### src/rtl/mdio_cmd_engine.sv
module mdio_cmd_engine #(
  parameter int CLK_DIV = 4
) (
  input  logic        clk,
  input  logic        rst_n,
  input  logic        host_we,
  input  logic        host_sel,
  input  logic [15:0] host_wdata,
  output logic [15:0] host_rdata,
  output logic        mdc,
  output logic        mdio_o,
  output logic        mdio_oe,
  input  logic        mdio_i
);
  localparam int DIV_W     = (CLK_DIV > 1) ? $clog2(CLK_DIV) : 1;
  localparam int TA_POS    = 46;
  localparam int DATA_POS  = 48;
  localparam logic [DIV_W-1:0] DIV_LAST = DIV_W'(CLK_DIV - 1);

  logic             busy;
  logic             mdc_q;
  logic [DIV_W-1:0] div_cnt;
  logic [5:0]       bit_cnt;
  logic [63:0]      frame_q;
  logic [4:0]       ctl_reg, ctl_phy;
  logic             ctl_wr;
  logic [15:0]      data_q;

  wire tick    = busy && (div_cnt == DIV_LAST);
  wire rise_ev = tick && !mdc_q;
  wire fall_ev = tick && mdc_q;
  wire cmd_go  = host_we && !host_sel && !busy;
  wire dat_wr  = host_we && host_sel && !busy;
  wire cmd_wr  = host_wdata[13];

  assign mdc        = mdc_q;
  assign mdio_o     = frame_q[~bit_cnt];
  assign mdio_oe    = busy && (ctl_wr || bit_cnt < 6'(TA_POS));
  assign host_rdata = host_sel ? data_q
                               : {1'b0, ~busy, ctl_wr, ctl_phy, 3'b000, ctl_reg};

  always_ff @(posedge clk) begin
    if (!rst_n) begin
      busy    <= 1'b0;
      mdc_q   <= 1'b0;
      div_cnt <= '0;
      bit_cnt <= '0;
      frame_q <= '0;
      ctl_reg <= '0;
      ctl_phy <= '0;
      ctl_wr  <= 1'b0;
      data_q  <= '0;
    end else begin
      if (cmd_go) begin
        busy    <= 1'b1;
        div_cnt <= '0;
        bit_cnt <= '0;
        mdc_q   <= 1'b0;
        ctl_reg <= host_wdata[4:0];
        ctl_phy <= host_wdata[12:8];
        ctl_wr  <= cmd_wr;
        frame_q <= {32'hFFFF_FFFF, 2'b01, cmd_wr ? 2'b01 : 2'b10,
                    host_wdata[12:8], host_wdata[4:0],
                    cmd_wr ? 2'b10 : 2'b11, cmd_wr ? data_q : 16'hFFFF};
      end else if (busy) begin
        div_cnt <= tick ? '0 : div_cnt + 1'b1;
        if (tick) mdc_q <= ~mdc_q;
        if (fall_ev) begin
          if (bit_cnt == 6'd63) busy <= 1'b0;
          else                  bit_cnt <= bit_cnt + 1'b1;
        end
      end
      if (dat_wr) data_q <= host_wdata;
      else if (rise_ev && !ctl_wr && bit_cnt >= 6'(DATA_POS))
        data_q <= {data_q[14:0], mdio_i};
    end
  end


  mdc_idle_low_chk: assert property (@(posedge clk) disable iff (!rst_n)
    !busy |-> !mdc);


  mdio_fall_only_chk: assert property (@(posedge clk) disable iff (!rst_n)
    (busy && $past(busy) && !$past(fall_ev)) |-> $stable(mdio_o));


  start_busy_chk: assert property (@(posedge clk) disable iff (!rst_n)
    (!busy && host_we && !host_sel) |=> busy);


  end_on_last_fall_chk: assert property (@(posedge clk) disable iff (!rst_n)
    $fell(busy) |-> ($past(mdc_q) && $past(bit_cnt) == 6'd63));


  cmd_hold_chk: assert property (@(posedge clk) disable iff (!rst_n)
    (busy && host_we && !host_sel) |=> $stable({ctl_wr, ctl_phy, ctl_reg, frame_q}));


  data_hold_chk: assert property (@(posedge clk) disable iff (!rst_n)
    (busy && ctl_wr && host_we && host_sel) |=> $stable(data_q));


  idle_released_chk: assert property (@(posedge clk) disable iff (!rst_n)
    !busy |-> !mdio_oe);
endmodule

### config.mk
export PLATFORM = sky130hd
export DESIGN_NAME = mdio_cmd_engine
export DESIGN_NICKNAME = d
export VERILOG_FILES = /design/src/rtl/mdio_cmd_engine.sv
export SDC_FILE = /design/constraint.sdc
export NUM_CORES = 1
export LEC_CHECK = 0
export BUFFER_PORTS_ARGS = -buffer_cell sky130_fd_sc_hd__buf_4
export CAP_MARGIN = 5
export CELL_PAD_IN_SITES_DETAIL_PLACEMENT = 2
export CELL_PAD_IN_SITES_GLOBAL_PLACEMENT = 2
export CORE_MARGIN = 3
export CORE_UTILIZATION = 34
export CTS_CLUSTER_SIZE = 20
export DETAILED_ROUTE_END_ITERATION = 8
export PLACE_DENSITY = 0.88
export SLEW_MARGIN = 15
export SYNTH_ARGS = -nofsm -noshare
export SYNTH_HDL_FRONTEND = slang
export SYNTH_SLANG_ARGS = --single-unit
export TNS_END_PERCENT = 50
### constraint.sdc
create_clock -name clk -period 2.1 [get_ports clk]
set_clock_uncertainty 0.05 [all_clocks]
set_input_delay 0.315 -clock clk [delete_from_list [all_inputs] [get_ports clk]]
set_output_delay 0.315 -clock clk [all_outputs]
set_load 0.03 [all_outputs]
Word-level counts from Yosys, hierarchy flattened
Index checks and enable logic that the tools add are counted. Widths: inputs -> output; s select.

Flip-flop bits (word level): 68. Word-level logic and storage cells: 53. Output and inout port bits: 19. Input bits: 21.

Multiplexer cells: 13. $lt $le $gt $ge: 3. Add/sub/neg operators: 2. Eq/ne operators: 2. Bitwise operators: 5. Reductions and logical operators: 19.

Operators with widths (count): $mux 16 (4); $logic_and 1x1->1 (10); $lt 6x7->1 const B (1); $add 6x1->6 const B (1); $bmux 1 s6 (1); $eq 6x6->1 const B (1); $ge 6x6->1 const B (1); $lt 6x6->1 const B (1); $mux 1 (6); $not 6->6 (1); $logic_not 1->1 (4); $mux 2 (2); $not 1->1 (4); $reduce_and 3->1 (1); $add 2x1->2 const B (1); $eq 2x2->1 const B (1); $reduce_and 2->1 (1); $reduce_bool 2->1 (1); $reduce_or 2->1 (1); $logic_or 1x1->1 (1).

Logic depth before layout (Yosys ltp)
Gate-level depths: netlist (run 1).

Depth in word-level cells: 7. Gate-level depth with buffers: 7. Mapped depth without buffers: 5.

Worst setup path after synthesis (run 1)
OpenSTA, ideal clock, no wires.

Path type: register to output. Start point: register bit_cnt[0]. End point: output port mdio_o. Arrival time: 1.754 ns. Cell stages (with the launch flop): 6. Path buffers: 1. Path slack: -0.019 ns. Data required time: 1.735 ns. Cell sequence: dfxtp_1 buf_4 a21oi_1 a211o_1 a211o_1 a41oi_1.

Longest elaborated chain between the ends: 3.

Ends and longest elaborated chain: start: declaration (line 23) `logic [5:0] bit_cnt;`; start signal: assignment (line 70) `else bit_cnt <= bit_cnt + 1'b1;`; $not 6->6 (line 37) `assign mdio_o = frame_q[~bit_cnt];`; $bmux 1 s6 (line 37); $mux 1 (implied by the code) (line 37); end: declaration (line 11) `output logic mdio_o,`.

No other way between the ends. The select of a mux whose other input is x is not followed.

Final worst setup path (run 1)
Ends and elaborated chain as after synthesis.

==> results of run 1 <==
==> cells by family (layout without fill, tap and decap cells) <==
logic type / Yosys count / in the layout / share of synthesized area
compound gates: 67 / 67 / 0.196
simple gates: 113 / 113 / 0.195
fa+ha+maj: 2 / 2 / 0.00927
flops: 55 / 55 / 0.408
buf+inv: 39 / 76 / 0.0649
mux: 20 / 20 / 0.107
xor+xnor: 6 / 6 / 0.0195
==> metrics by stage <==
stage          total power, mW  area (um^2)
2_1_floorplan             1.38         2710
3_3_place_gp              1.51         3110
3_5_place_dp              1.54         3110
4_1_cts                   2.17         3240
5_1_grt                   2.26         3250
6_report                  2.16         3250
==> path summary, 6_finish.rpt <==
| kind | startpoint | end | slack (ns) | depth (start not counted) |
|---|---|---|---|---|
| max | bit_cnt[0] | mdio_o | -0.15 | 6 |
| min | host_wdata[8] | ctl_phy[0] | 0.19 | 3 |
| max reg2reg | div_cnt[0] | data_q[1] | 0.09 | 6 |
| min reg2reg | ctl_reg[1] | ctl_reg[1] | 0.45 | 2 |
==> synth_stat cells, types with 3 or more instances <==
cell type and instances:
nand2_1 40, clkbuf_1 15, xor2_1 5, o2111ai_1 3, a31oi_1 10, dfxtp_1 55, nand3_1 6, o221ai_2 8
nor3b_1 7, nor3_1 7, mux2_2 10, mux2i_1 4, nand3b_1 3, inv_1 11, a311oi_1 14, a21oi_1 18
and3_1 3, nor2_1 35, buf_2 5, and2_1 6, mux4_2 6
==> critical path: cells and delay by family (launching register included) <==
kind / cells / cell delay, ns
buffers and inverters: 2 / 0.29
AO/OA/AOI/OAI: 2 / 0.48
multiplexers: 1 / 0.33
flip-flops: 1 / 0.40
AND/OR/NAND/NOR: 1 / 0.05
==> metal layers <==
metal / global-route usage / up-vias / wire [um]
met5: 0 / - / 0
met4: 0.0865 / 0 / 231
met3: 0.0371 / 16 / 405
met2: 0.401 / 65 / 4990
met1: 0.285 / 1276 / 4090
li1: - / 1155 / -
==> power groups by stage <==
stage               logic, mW  registers [mW]  clock network (mW)
finish                  0.361            1.16               0.642
global route            0.390            1.17               0.704
CTS                     0.358            1.16               0.654
detailed placement      0.353            1.18                   0
global placement        0.330            1.18                   0
floorplan               0.222            1.15                   0
==> cell type report <==
type / count / share of cell area
Clock buffer: 5 / 0.0212
Clock inverter: 3 / 0.00694
Inverter: 14 / 0.0162
Multi-Input combinational cell: 208 / 0.444
Sequential cell: 55 / 0.341
Tap cell: 99 / 0.0382
Timing Repair Buffer: 54 / 0.132
==> repair_timing <==
item                       CTS  global route
hold endpoints to repair     0             0
gates cloned                 0             0
resized for setup            8             1
setup endpoints to repair    2             2
hold buffers                 0             0
pin swaps                    3             0
buffers inserted             2             0
==> cell usage in the layout, fill, tap and decap left out, drive strengths merged <==
master / n
o221ai: 10
a311oi: 14
nor2: 35
a41oi: 1
or4: 1
and2: 6
nand3b: 3
and3: 3
clkinv: 2
o211ai: 2
ha: 2
and2b: 1
nor4: 1
xor2: 5
buf: 54
a211o: 2
nand2: 40
nand4b: 1
a21oi: 18
mux2: 10
mux4: 6
nor3: 7
o21ai: 2
dfxtp: 55
a31oi: 10
o2111ai: 3
mux2i: 4
a22oi: 2
nand3: 6
a21o: 1
xnor2: 1
a31o: 1
o31ai: 1
nor3b: 7
inv: 15
nand2b: 2
clkbuf: 5
==> out/metrics.yaml, run 1 <==
p_leak_nw: 1.19
yosysSeqAreaShare: 0.408
cts.sinks: 55
ant_nets: 0
violations: "negative setup slack"
top_regs: "frame_q: 21 flops, data_q: 16 flops, bit_cnt: 6 flops"
ir_worst_vdd_mv: 0.377
final_layout_size_suffix_gt1_frac: 0.280
dp_hpwl_um: 6890
yosys_warnings: 0
fin_util: 0.434
comb_power_share: 0.167
synth_top_area_cell: "dfxtp_1"
critPathRequiredTime_ns: 1.74
rsz0062_at_grt: "yes"
grt_overflow: 0
antenna_found_initial: 0
grt_pass1_wl_um: 15600
worst_pin_slew_ns: 0.436
ys.flop_type: "dfxtp_1"
grt_max_degree: 40
crit_chain: "buf_6, mux4_2, nand2_2, a211o_1, a41oi_2, buf_6"
finalNonFillerCells: 438
synth_seq_cells: 55
cts_max_level: 2
sw_frac_of_total: 0.312
drt_pass1_iterations: 4
register_area_um2: 1110
end_kind: "output port"
ys_types: 43
dieArea_um2: 9040
die_w_um: 95.1
hold_class: "in2reg"
drv_cap: 0
vias_per_cell: 5.74
initial_core_util: 0.360
internal-power_mw: 1.49
dieHeight_um: 95.1
pwr-share-clk: 0.297
cts-root-buf: "clkbuf_8"
top_register: "frame_q"
crit_path_frequent_cell: "buf_6"
grtUsageTotal: 0.231
slew_viol_final: 0
fp-row-count: 31
finalSetupTns_ns: -0.152
synth_top_area_frac: 0.408
synth_area_leaders: "dfxtp_1, nand2_1, mux4_2, nor2_1, a311oi_1"
fin_crit_ns: 2.25
pwr-share-seq: 0.536
cts_tree: "yes"
drc: 0
place_inst: 428
wl_um: 9710
synth-edff-count: 0
netlist_area_um2: 2700
via_count: 2512
place_congestion: 0.782
whs_ns: 0.186
nNetsFinal: 361
outcome: "complete, but fails checks"
n_fill_cell: 828
worstPathArrival_ns: 1.89
synthArstFlopShare: 0
syn_to_final_growth_pct: 20.3
port_buffers: 39
path_class: "reg2out"
ios: 40
synth_cells: 302
largest_register_ffs: 21
grt_pass1_vias: 2781
cts_buffers: 5
finalHoldViolCount: 0
post-route-period-util: 1.07
setup_ws_ns: -0.152
detailedRoute.firstIterationViolations: 164
design.core.area_um2: 7490
critPathMaxStageDelay_ns: 0.40
p_switching_mw: 0.674
wire_per_inst_um: 22.2
syn_avg_cell_area_um2: 8.93
cts_buffer_depth: 2
maxClockFrequency_ghz: 0.444
clkLatencyLatePin_ns: 0.33
cp_slowest_cell: "dfxtp_4"
slew_headroom: 0.708
antenna_cells: 0
dp_slack_ns: -0.0940
crit_fanout: 7
start_kind: "flip-flop"
p_per_area_nw_per_um2: 666
finalSetupViolCount: 1
multiInputGateArea_um2: 1440
path_clk_slew_ns: 0.12
syn-num-nets: 325
(Power assumes the default switching activity.)
==> run 2, diff against run 1 <==
Settings changed: CORE_UTILIZATION 34 to 31, PLACE_DENSITY 0.88 to 0.85.
Clock period 2.1 ns to 1.85 ns, I/O delays scaled along.
==> run 2 against run 1 <==
First-iteration DRC count is 55% lower; critical path type unchanged; hold slack worse by 0.042 ns; combinational power is 14% higher; clock power is 19% higher; via count is 1.3% higher; sequential cell count stayed put; core utilization is 2.8 points lower; largest cell class unchanged; sequential share of layout area is 1.3 points lower; design area is 4.2% higher; the run still ends with negative setup slack left; total power is 15% higher; highest routed layer unchanged.
==> out/metrics.yaml, run 2 (synthesis gave the netlist of run 1 again) <==
slew_headroom: 0.703  # -0.00567
fin_crit_ns: 2.26
worstPathArrival_ns: 1.93  # +0.04 ns
rsz0062_at_grt: "yes"
crit_chain: "buf_12, mux4_2, nand3_2, a31o_1, a41oi_4, buf_6"
worst_pin_slew_ns: 0.445  # +0.00895 ns
clkLatencyLatePin_ns: 0.32  # about the same
min-delay-start: "host_wdata[8]"
path_delay_family: "multiplexers"
ir_worst_vdd_mv: 0.363  # -3.5%
violations: "negative setup slack"
nNetsFinal: 368  # +1.9%
cts_max_level: 2  # unchanged
critPathMaxStageDelay_ns: 0.51  # +0.11 ns
cts_buffer_depth: 2  # unchanged
final_common_cell: "buf_4"
path_class: "reg2out"
path_clk_slew_ns: 0.11  # about the same
antenna_cells: 0  # unchanged
setup_ws_ns: -0.412  # -0.259 ns
p_leak_nw: 1.26  # +5.1%
initial_core_util: 0.323  # -0.0369
crit_fanout: 4  # -3
regToRegStartpoint: "bit_cnt[0]"
finalNonFillerCells: 451  # +3.0%
final_area_um2: 3380  # +4.2%
largest_register_ffs: 21  # unchanged
crit_cells: 6  # unchanged
p_per_area_nw_per_um2: 735  # +10%
finalSetupTns_ns: -0.416  # -0.264 ns
hold_depth: 3  # unchanged
finalSetupViolCount: 2  # +1
drc: 0  # unchanged
cp.buffers_inverters: 2  # unchanged
design.core.area_um2: 8340  # +11%
top_regs: "frame_q: 21 flops, data_q: 16 flops, bit_cnt: 6 flops"
grt_pass1_wl_um: 15500  # -0.53%
drv_cap: 0  # unchanged
final_layout_size_suffix_gt1_frac: 0.306  # +0.0261
wire_per_inst_um: 21.0  # -5.4%
cp_slowest_cell: "mux4_2"
detailedRoute.firstIterationViolations: 73  # -55%
cts_buffers: 5  # unchanged
outcome: "complete, but fails checks"
hold_class: "in2reg"
grtUsageTotal: 0.201  # -0.0297
end_kind: "output port"
cts-root-buf: "clkbuf_8"
internal-power_mw: 1.74  # +17%
syn_to_final_growth_pct: 25.4
place_congestion: 0.752  # -3.9%
maxClockFrequency_ghz: 0.442
grt_overflow: 0  # unchanged
cts.sinks: 55  # unchanged
via_count: 2544  # +1.3%
p_switching_mw: 0.749  # +11%
r2r_cells: 7  # +1
antenna_found_initial: 0  # unchanged
pwr-share-clk: 0.308  # +0.011
critPathRequiredTime_ns: 1.52  # -0.22 ns
layout_common_cells: "buf_4, dfxtp_1, nand2_1"
start_kind: "flip-flop"
ios: 40  # unchanged
dieArea_um2: 9860  # +9.1%
place_inst: 440  # +2.8%
slew_viol_final: 0  # unchanged
dieHeight_um: 99.3  # +4.4%
drt_pass1_iterations: 4  # unchanged
cts-hold-fix-buffers: 0  # unchanged
port_buffers: 39  # unchanged
comb_power_share: 0.165  # -0.002
cp-startpoint: "bit_cnt[0]"
fin_util: 0.406  # -0.0279
grt_pass1_vias: 2884  # +3.7%
dpl_cell_area_um2: 3220  # +3.3%
fp-row-count: 33  # +6.5%
sw_frac_of_total: 0.301  # -0.0106
dp_hpwl_um: 6530  # -5.3%
die_w_um: 99.3  # +4.4%
wl_um: 9460  # -2.6%
cts_tree: "yes"
finalHoldViolCount: 0  # unchanged
post-route-period-util: 1.22
pwr-share-seq: 0.527  # -0.009
top_register: "frame_q"
ant_nets: 0  # unchanged
grt_max_degree: 40  # unchanged
vias_per_cell: 5.64  # -1.6%
-- run 2: cell types whose count changed in the layout (fill, tap and decap cells not counted), moves of 2 or more --
cell	before	now
nand3_2	0	2
buf_4	50	53
dfxtp_2	1	3
dfxtp_1	53	51
buf_12	1	5
nand3_1	6	4
-- run 2: final cells by class --
type	instances	area (um^2)
Sequential cell	55	1110
Timing Repair Buffer	61	526
Clock buffer	6	82.6
Fill cell	934	4960
Tap cell	105	131
Clock inverter	2	17.5
Inverter	14	52.6
Multi-Input combinational cell	208	1470
-- run 2: path summary, 6_finish.rpt --
check / endpoint / slack, ns
worst min register to register: ctl_reg[0] / 0.42
worst max register to register: bit_cnt[1] / 0.05
worst max-delay path: mdio_o / -0.41
worst min-delay path: ctl_phy[0] / 0.14
-- run 2: layer usage --
| layer | track usage | share of wire |
|---|---|---|
| met3 | 0.0393 | 0.034 |
| met1 | 0.240 | 0.41 |
| met2 | 0.354 | 0.52 |
| met5 | 0 | 0 |
| met4 | 0.0777 | 0.028 |
-- run 2: power by group through the flow --
stage,clock network (mW),logic (mW),registers (mW)
2_1_floorplan,0,0.253,1.31
3_5_place_dp,0,0.407,1.34
3_3_place_gp,0,0.389,1.33
6_report,0.766,0.410,1.31
4_1_cts,0.779,0.411,1.31
5_1_grt,0.840,0.450,1.32
-- run 2: per-stage QoR --
| step | worst slack [ns] | hold WS [ns] | power [mW] |
|---|---|---|---|
| after floorplan | 0.0131 | 0.363 | 1.56 |
| after global placement | -0.198 | 0.397 | 1.72 |
| after detailed placement | -0.293 | 0.404 | 1.75 |
| after CTS | -0.406 | 0.140 | 2.50 |
| after global routing | -0.502 | 0.151 | 2.61 |
| final | -0.412 | 0.144 | 2.49 |
-- run 2: what timing repair did --
item / CTS / global route
gates resized for setup: 10 / 2
setup endpoints to repair: 8 / 9
setup buffers: 3 / 0
pin swaps: 2 / 5
-- run 2: tightest hold or removal path, delay by kind of cell --
family / cells / cell delay, ns
AO/OA/AOI/OAI: 1 / 0.05
AND/OR/NAND/NOR: 1 / 0.05
buffers and inverters: 1 / 0.11
